[src/rtl/fpsr_pkg.sv]
package fpsr_pkg;
  localparam int FIELD_W  = 4;
  localparam int NFIELDS  = 8;
  localparam int W        = FIELD_W * NFIELDS;

  localparam int B_FX     = 31;
  localparam int B_FEX    = 30;
  localparam int B_VX     = 29;
  localparam int B_OX     = 28;
  localparam int B_UX     = 27;
  localparam int B_ZX     = 26;
  localparam int B_XX     = 25;
  localparam int B_RN_LO  = 0;

  // invalid-operation detail flags feeding the invalid summary
  localparam logic [W-1:0] INV_MASK = 32'h01F8_0700;
  // bits that no write form may force
  localparam logic [W-1:0] DERIVED_MASK = (32'h1 << B_FEX) | (32'h1 << B_VX);

  // flag and enable pairs feeding the enabled summary
  localparam int NPAIRS = 5;
  localparam int FLAG_POS [NPAIRS] = '{29, 28, 27, 26, 25};
  localparam int EN_POS   [NPAIRS] = '{7, 6, 5, 4, 3};

  typedef enum logic [1:0] {
    SW_FIELDS = 2'd0,
    SW_NIBBLE = 2'd1,
    SW_BIT    = 2'd2,
    SW_NONE   = 2'd3
  } sw_op_e;
endpackage

[src/rtl/fpsr_sw_merge.sv]
module fpsr_sw_merge
  import fpsr_pkg::*;
(
  input  logic [W-1:0]        cur,
  input  logic                sw_valid,
  input  logic [1:0]          sw_op,
  input  logic [NFIELDS-1:0]  sw_mask,
  input  logic [W-1:0]        sw_data,
  input  logic [2:0]          sw_field,
  input  logic [FIELD_W-1:0]  sw_imm,
  input  logic [4:0]          sw_bit,
  input  logic                sw_bitval,
  output logic [W-1:0]        base,
  output logic [W-1:0]        sw_exc
);
  logic [W-1:0] fmask_raw;
  logic [W-1:0] fmask;
  logic [W-1:0] nmask;
  logic [W-1:0] nval;
  logic [W-1:0] bsel;
  logic [4:0]   nib_lsb;
  logic [4:0]   bit_pos;

  genvar gi;
  generate
    for (gi = 0; gi < NFIELDS; gi++) begin : g_expand
      assign fmask_raw[gi*FIELD_W +: FIELD_W] = {FIELD_W{sw_mask[gi]}};
    end
  endgenerate

  always_comb begin
    fmask = fmask_raw;
    if (!sw_mask[NFIELDS-1]) fmask[B_FX] = 1'b0;

    nib_lsb = 5'd28 - {sw_field, 2'b00};
    nmask   = {{(W-FIELD_W){1'b0}}, {FIELD_W{1'b1}}} << nib_lsb;
    if (sw_field == 3'd0) nmask[B_FX] = 1'b0;
    nval    = {{(W-FIELD_W){1'b0}}, sw_imm} << nib_lsb;

    bit_pos = 5'd31 - sw_bit;
    bsel    = {{(W-1){1'b0}}, 1'b1} << bit_pos;

    base   = cur;
    sw_exc = '0;
    if (sw_valid) begin
      unique case (sw_op_e'(sw_op))
        SW_FIELDS: base = (cur & ~fmask) | (sw_data & fmask & ~DERIVED_MASK);
        SW_NIBBLE: base = (cur & ~nmask) | (nval & nmask & ~DERIVED_MASK);
        SW_BIT: begin
          base = cur & ~bsel;
          if (sw_bitval) sw_exc = bsel & ~DERIVED_MASK;
        end
        default: base = cur;
      endcase
    end
  end
endmodule

[src/rtl/fpsr_summary.sv]
module fpsr_summary
  import fpsr_pkg::*;
(
  input  logic [W-1:0] pre,
  input  logic [W-1:0] exc,
  output logic [W-1:0] post
);
  logic [W-1:0] merged;
  logic         inv_any;
  logic [NPAIRS-1:0] hit;

  always_comb begin
    merged = pre & ~DERIVED_MASK;
    if (|exc) merged = merged | exc | (32'h1 << B_FX);
    inv_any = |(merged & INV_MASK);
  end

  genvar gp;
  generate
    for (gp = 0; gp < NPAIRS; gp++) begin : g_pair
      if (FLAG_POS[gp] == B_VX) begin : g_vx
        assign hit[gp] = inv_any & merged[EN_POS[gp]];
      end else begin : g_plain
        assign hit[gp] = merged[FLAG_POS[gp]] & merged[EN_POS[gp]];
      end
    end
  endgenerate

  always_comb begin
    post        = merged;
    post[B_VX]  = inv_any;
    post[B_FEX] = |hit;
  end
endmodule

[src/rtl/fpsr_recorder.sv]
module fpsr_recorder
  import fpsr_pkg::*;
(
  input  logic         clk,
  input  logic         rst_n,
  input  logic         exc_valid,
  input  logic [31:0]  exc_vec,
  input  logic         sw_valid,
  input  logic [1:0]   sw_op,
  input  logic [7:0]   sw_mask,
  input  logic [31:0]  sw_data,
  input  logic [2:0]   sw_field,
  input  logic [3:0]   sw_imm,
  input  logic [4:0]   sw_bit,
  input  logic         sw_bitval,
  output logic [31:0]  fpsr_o,
  output logic [3:0]   cond_o,
  output logic [1:0]   rn_o
);
  logic [W-1:0] fpsr_q;
  logic [W-1:0] base;
  logic [W-1:0] sw_exc;
  logic [W-1:0] exc_all;
  logic [W-1:0] next;

  fpsr_sw_merge u_merge (
    .cur      (fpsr_q),
    .sw_valid (sw_valid),
    .sw_op    (sw_op),
    .sw_mask  (sw_mask),
    .sw_data  (sw_data),
    .sw_field (sw_field),
    .sw_imm   (sw_imm),
    .sw_bit   (sw_bit),
    .sw_bitval(sw_bitval),
    .base     (base),
    .sw_exc   (sw_exc)
  );

  assign exc_all = sw_exc | (exc_valid ? exc_vec : '0);

  fpsr_summary u_sum (
    .pre (base),
    .exc (exc_all),
    .post(next)
  );

  always_ff @(posedge clk) begin
    if (!rst_n)                     fpsr_q <= '0;
    else if (exc_valid || sw_valid) fpsr_q <= next;
  end

  assign fpsr_o = fpsr_q;
  assign cond_o = fpsr_q[W-1 -: FIELD_W];
  assign rn_o   = fpsr_q[B_RN_LO +: 2];
endmodule

[config.mk]
export PLATFORM = sky130hd
export DESIGN_NAME = fpsr_recorder
export DESIGN_NICKNAME = d
export VERILOG_FILES = /design/src/rtl/fpsr_pkg.sv /design/src/rtl/fpsr_sw_merge.sv /design/src/rtl/fpsr_summary.sv /design/src/rtl/fpsr_recorder.sv
export SDC_FILE = /design/constraint.sdc
export NUM_CORES = 1
export LEC_CHECK = 0
export BUFFER_PORTS_ARGS = -buffer_cell sky130_fd_sc_hd__buf_2
export CAP_MARGIN = 5
export CORE_UTILIZATION = 49
export DETAILED_ROUTE_END_ITERATION = 7
export GPL_ROUTABILITY_DRIVEN = 0
export PLACE_DENSITY = 0.82
export SKIP_LAST_GASP = 1
export SLEW_MARGIN = 20
export SYNTH_ARGS = -nofsm -noshare
export SYNTH_HDL_FRONTEND = slang
export SYNTH_SLANG_ARGS = --single-unit
[constraint.sdc]
create_clock -name clk -period 2.15 [get_ports clk]
set_input_delay 0 -clock clk [delete_from_list [all_inputs] [get_ports clk]]
set_output_delay 0 -clock clk [all_outputs]
set_load 0.01 [all_outputs]
==> results.yml, run 1 <==
synth:
  synth_top_cells_by_count: "o21ai_0 (69), nand2_1 (60), nand3_1 (35)"
  yosys.cell_count.top_type: "o21ai_0"
  synth_nets: 533
  yosysWarnings: 0
  synth_cell_types: 54
  netlist_area_um2: 2970
  async_flop_share_pct: 0
  synthCells: 438
  ys_seq_area_share_pct: 21.5
  ys_ff_latch: 32
  yosys_most_used_dff: "dfxtp_1"
  synth.area.top_cells: "dfxtp_1 (22%), o21ai_0 (12%), nand2_1 (7.6%)"
  synth-edff-count: 0
  synth_area_per_cell_um2: 6.79
  yosys.area.top_type_share_pct: 21.5
  yosys.area.top_type: "dfxtp_1"
clock_tree:
  cts-resized-gates: 0
  clock_latency_ns: 0.30
  post_cts_buffers: 0
  cts_root_buf: "clkbuf_8"
  cts_tree: "done"
  cts_hold_buffers: 0
  cts_max_level: 2
  ctsLongestPathBuffers: 2
  clk_pin_slew_ns: 0.07
  cts_sinks: 32
  cts_made_buffers: 5
critical_path:
  r2r_end: "fpsr_o[30]"
  crit_type: "input pin to flip-flop"
  rr_startpoint: "fpsr_o[8]"
  crit_slowest_cell: "a221o_1"
  critPathTopFamily: "compound AO/OA/AOI/OAI gates"
  crit_fanout: 10
  max_stage_delay_ns: 0.32
  cp-end-kind: "flip-flop"
  crit_required_ns: 2.32
  path_depth: 11
  r2r_cells: 5
  crit_arrival_ns: 2.14
  critical_path.cell_chain: "buf_2, inv_1, ha_1, buf_4, nor2b_1, a211oi_2, nand2_1, a221o_1, or2_1, o41ai_2, a21oi_1"
  cp-start-kind: "input pin"
  r2r_slack_ns: 0.31
  cp_num_buf_inv: 3
sta:
  fin_skew_ns: 0.0131
  setup_ws_ns: 0.188
  fin_hold_ws_ns: 0.0665
  fin_crit_ns: 1.96
  drv_slew: 0
  slew_headroom_pct: 61.1
  fmax_mhz: 510
  setup_viol: 0
  rsz0062_at_grt: "no"
  tns_ns: 0
  worst-slew-pin-transition_ns: 0.579
  hold_viol: 0
  fin_crit_sh_pct: 91.2
hold_path:
  hold_start: "exc_vec[17]"
  holdPathEnd: "fpsr_o[17]"
  hp-class: "input pin to flip-flop"
  hold_depth: 3
floorplanning:
  die_x_um: 79.9
  die_h_um: 79.9
  rows: 28
  core_um2: 5890
  die-area_um2: 6380
  ioPinCount: 129
  start_util_pct: 50.5
detailed_routing:
  drt_iter0_drc: 1019
  routed_wl_um: 12900
  viasPerCell: 6.84
  dr_total_vias: 4440
  dr.pass1.iters: 7
  drc: 0
  wl_per_cell_um: 19.8
  ant_nets: 0
power:
  internal_power_mw: 1.16
  p_sw_share_pct: 37.3
  ir_drop_v: 0.000364
  power.net_switching_mw: 0.688
  p_per_area_nw_per_um2: 473
  power.share.clock_pct: 25.0
  seqPwrFrac_pct: 36.9
  p_leak_nw: 1.71
  combPwrFrac_pct: 38.0
grt:
  grt_pass1_wl_um: 19900
  grt_max_degree: 33
  grt_pass1_vias: 4050
  grt_use_total_pct: 41.2
  grt_overflow: 0
  antenna_found_initial: 1
layout:
  area_delta_synth_final_pct: 31.5
  drive_gt1_share_pct: 31.9
  nets: 669
  largest_register_ffs: 32
  num_antenna_cells: 0
  nFillCells: 548
job:
  maxCapViolations: 0
placed_design:
  io_buffers: 126
  post-place-ws_ns: 0.00415
  dpl.hpwl_um: 9760
outcome:
  status: "completed"
-- metal layers --
layer  part of all wire [%]  GRT usage [%]  wire, um  vias to the layer above
li1                       -              -         -                     1906
met5                      0              0         0                        -
met3                     16           13.1      2070                      128
met2                     41           62.5      5330                      462
met4                    7.4           27.7       953                        0
met1                     35           49.4      4520                     1944
-- tightest hold or removal path: stages --
cell and delay (ns):
buf_2 0.09, a222oi_1 0.09, a21boi_0 0.14
-- power by group through the flow --
stage	registers (mW)	logic, mW	clock network, mW
floorplan	0.712	0.342	0
global placement	0.691	0.653	0
detailed placement	0.694	0.664	0
CTS	0.681	0.670	0.462
global route	0.687	0.745	0.489
finish	0.682	0.703	0.463
-- through the flow --
step	cell area [um2]	power, mW	util, %	instances
after floorplan	2970	1.05	-	438
after global placement	3830	1.34	65.1	642
after detailed placement	3830	1.36	65.1	642
after CTS	3910	1.81	66.4	649
after global routing	3910	1.92	66.4	649
final	3910	1.85	66.4	649
-- worst max path at each step --
stage	from	end	slack (ns)
2_1_floorplan	sw_op[0]	fpsr_o[30]	0.17
3_3_place_gp	sw_op[0]	fpsr_o[30]	0.07
3_5_place_dp	sw_op[0]	fpsr_o[30]	0.004
4_1_cts	sw_op[0]	fpsr_o[30]	0.25
5_1_grt	sw_op[0]	fpsr_o[29]	0.15
6_report	sw_op[0]	fpsr_o[30]	0.19
-- final cells by class --
class                      instances  area, um2  area share, %
inverter                           7       26.3          0.672
clock buffer                       6       72.6           1.86
clock inverter                     1       5.00          0.128
timing repair buffer             169        953           24.4
sequential                        32        641           16.4
tap                               75       93.8           2.40
multi-input combinational        359       2120           54.2
-- kinds of logic (layout without fill, tap and decap cells) --
kind of cell	Yosys count	after routing	share of synthesized area, %
mux	2	2	0.673
simple gates	196	196	33.8
compound gates	157	157	35.1
flops	32	32	21.5
fa+ha+maj	4	4	1.68
buf+inv	47	183	7.24
-- layout by cell type, fill, tap and decap left out, types with 3 or more instances in the layout --
master and instances:
nand3_1 35, a21boi_0 10, a21oi_1 17, nand2b_1 8
or2_2 3, nor2b_1 13, nand3b_1 7, and3_1 4
nor3_1 11, o22ai_1 4, a31oi_1 3, o211ai_1 3
buf_2 126, or3_1 5, clkbuf_8 5, o21ai_0 69
a221oi_1 8, dfxtp_1 32, ha_1 4, nor3b_1 3
a222oi_1 7, inv_1 7, buf_4 43, a221o_1 11
nor4_1 6, and2_1 11, nor2_1 18, a211oi_1 6
nand2_1 60, nand4_1 3
No activity file was read; power rests on OpenSTA's default activity.
==> run 2, diff against run 1 <==
--- a/config.mk
+++ b/config.mk
@@ -10,7 +10,7 @@
 export CORE_UTILIZATION = 49
 export DETAILED_ROUTE_END_ITERATION = 7
 export GPL_ROUTABILITY_DRIVEN = 0
-export PLACE_DENSITY = 0.82
+export PLACE_DENSITY_LB_ADDON = 0.3
 export SKIP_LAST_GASP = 1
 export SLEW_MARGIN = 20
 export SYNTH_ARGS = -nofsm -noshare
==> results.yml, run 2 (synthesis results as in run 1) <==
outcome:
  status: "finished, violations left"
  violations: "design-rule violations"
sta:
  worst-slew-pin-transition_ns: 0.546
  slew_headroom_pct: 63.3
  hold_viol: 0
  setup_viol: 0
  tns_ns: 0
  fin_crit_sh_pct: 89.7
  drv_slew: 0
  rsz0062_at_grt: "no"
  fin_skew_ns: 0.00651
  fin_crit_ns: 1.93
  fmax_mhz: 518
detailed_routing:
  drt_iter0_drc: 635
  wl_per_cell_um: 19.5
  drc: 23
  routed_wl_um: 12700
  dr.pass1.iters: 8
  dr_total_vias: 4410
  ant_nets: 0
  viasPerCell: 6.74
clock_tree:
  post_cts_buffers: 0
  clk_pin_slew_ns: 0.08
  cts_root_buf: "clkbuf_8"
  cts-resized-gates: 0
  cts_max_level: 2
  cts_sinks: 32
  ctsLongestPathBuffers: 2
  cts_made_buffers: 5
  cts_hold_buffers: 0
  cts_tree: "done"
  clock_latency_ns: 0.29
floorplanning:
  ioPinCount: 129
  rows: 28
  die_x_um: 79.9
  start_util_pct: 50.5
  die_h_um: 79.9
  core_um2: 5890
  die-area_um2: 6380
layout:
  nets: 673
  nFillCells: 541
  num_antenna_cells: 0
  area_delta_synth_final_pct: 33.0
  final_cell_mix: "buf_2 (126), o21ai_0 (69), nand2_1 (60), buf_4 (47), nand3_1 (35)"
  largest_register_ffs: 32
  drive_gt1_share_pct: 32.5
  layout_commonest_cell: "buf_2"
critical_path:
  critical_path.cell_chain: "buf_2, or3b_1, o21ai_0, a21boi_0, or4_1, a22oi_1, o211a_1, a21oi_1"
  critPathTopFamily: "simple AND/OR/NAND/NOR gates"
  cp-end-kind: "flip-flop"
  crit_slowest_cell: "or4_1"
  path_depth: 8
  cp_num_buf_inv: 1
  rr_startpoint: "fpsr_o[8]"
  r2r_cells: 5
  crit_fanout: 10
  crit_arrival_ns: 2.10
  crit_start: "sw_bit[2]"
  max_stage_delay_ns: 0.57
  cp-start-kind: "input pin"
  crit_required_ns: 2.32
  crit_type: "input pin to flip-flop"
power:
  p_per_area_nw_per_um2: 480
  ir_drop_v: 0.000524
  power.total_mw: 1.90
  p_leak_nw: 1.73
grt:
  grt_use_met3_pct: 12.9
  grt_max_degree: 33
  use_met1_pct: 48.0
  grt_overflow: 0
  grt_pass1_vias: 4033
  antenna_found_initial: 0
  top_usage_layer: "met2"
  grt_use_total_pct: 39.9
  use_met2_pct: 59.4
  grt_pass1_wl_um: 19300
hold_path:
  hold_depth: 3
  hold_start: "exc_vec[17]"
  hp-class: "input pin to flip-flop"
placed_design:
  io_buffers: 126
  dpl.hpwl_um: 9700
job:
  maxCapViolations: 0
## run 2: layout make-up
type	instances	area, um2	area share, %
Sequential cell	32	641	16.2
Inverter	7	26.3	0.664
Clock inverter	1	7.51	0.190
Multi-Input combinational cell	359	2120	53.5
Timing Repair Buffer	173	983	24.9
Tap cell	75	93.8	2.37
Clock buffer	7	86.3	2.18
## run 2: worst register-to-register path: stages (launching register included)
cell and delay, ns:
dfxtp_1 0.33, a221o_1 0.32, a221o_1 0.28, or3_1 0.42, o41ai_2 0.21, a21oi_1 0.12
## run 2: power breakdown
group          total (mW)  switching (mW)  internal (mW)
Sequential          0.680          0.0358          0.644
Clock               0.513           0.253          0.261
Combinational       0.705           0.404          0.301
Total                1.90           0.693           1.21
## run 2: per-layer routing
layer | up-vias | wire length (um)
met5 | - | 0
met4 | 0 | 928
met3 | 113 | 1950
met2 | 456 | 5260
met1 | 1922 | 4600
li1 | 1919 | -
## run 2: path summary, 6_finish.rpt
path           endpoint  slack [ns]
max          fpsr_o[30]        0.22
min          fpsr_o[17]        0.07
max reg2reg  fpsr_o[30]        0.35
min reg2reg  fpsr_o[17]        0.46
## run 2: metrics by stage
stage               util, %  worst slack (ns)  std cells  instance area [um2]  hold slack [ns]
floorplan                 -             0.165        438                 2970            0.154
global placement       65.6            0.0491        646                 3860            0.369
CTS                    67.2             0.287        654                 3960           0.0816
detailed placement     65.6           -0.0161        646                 3860            0.379
global route           67.2             0.116        654                 3960           0.0970
finish                 67.2             0.221        654                 3960           0.0689
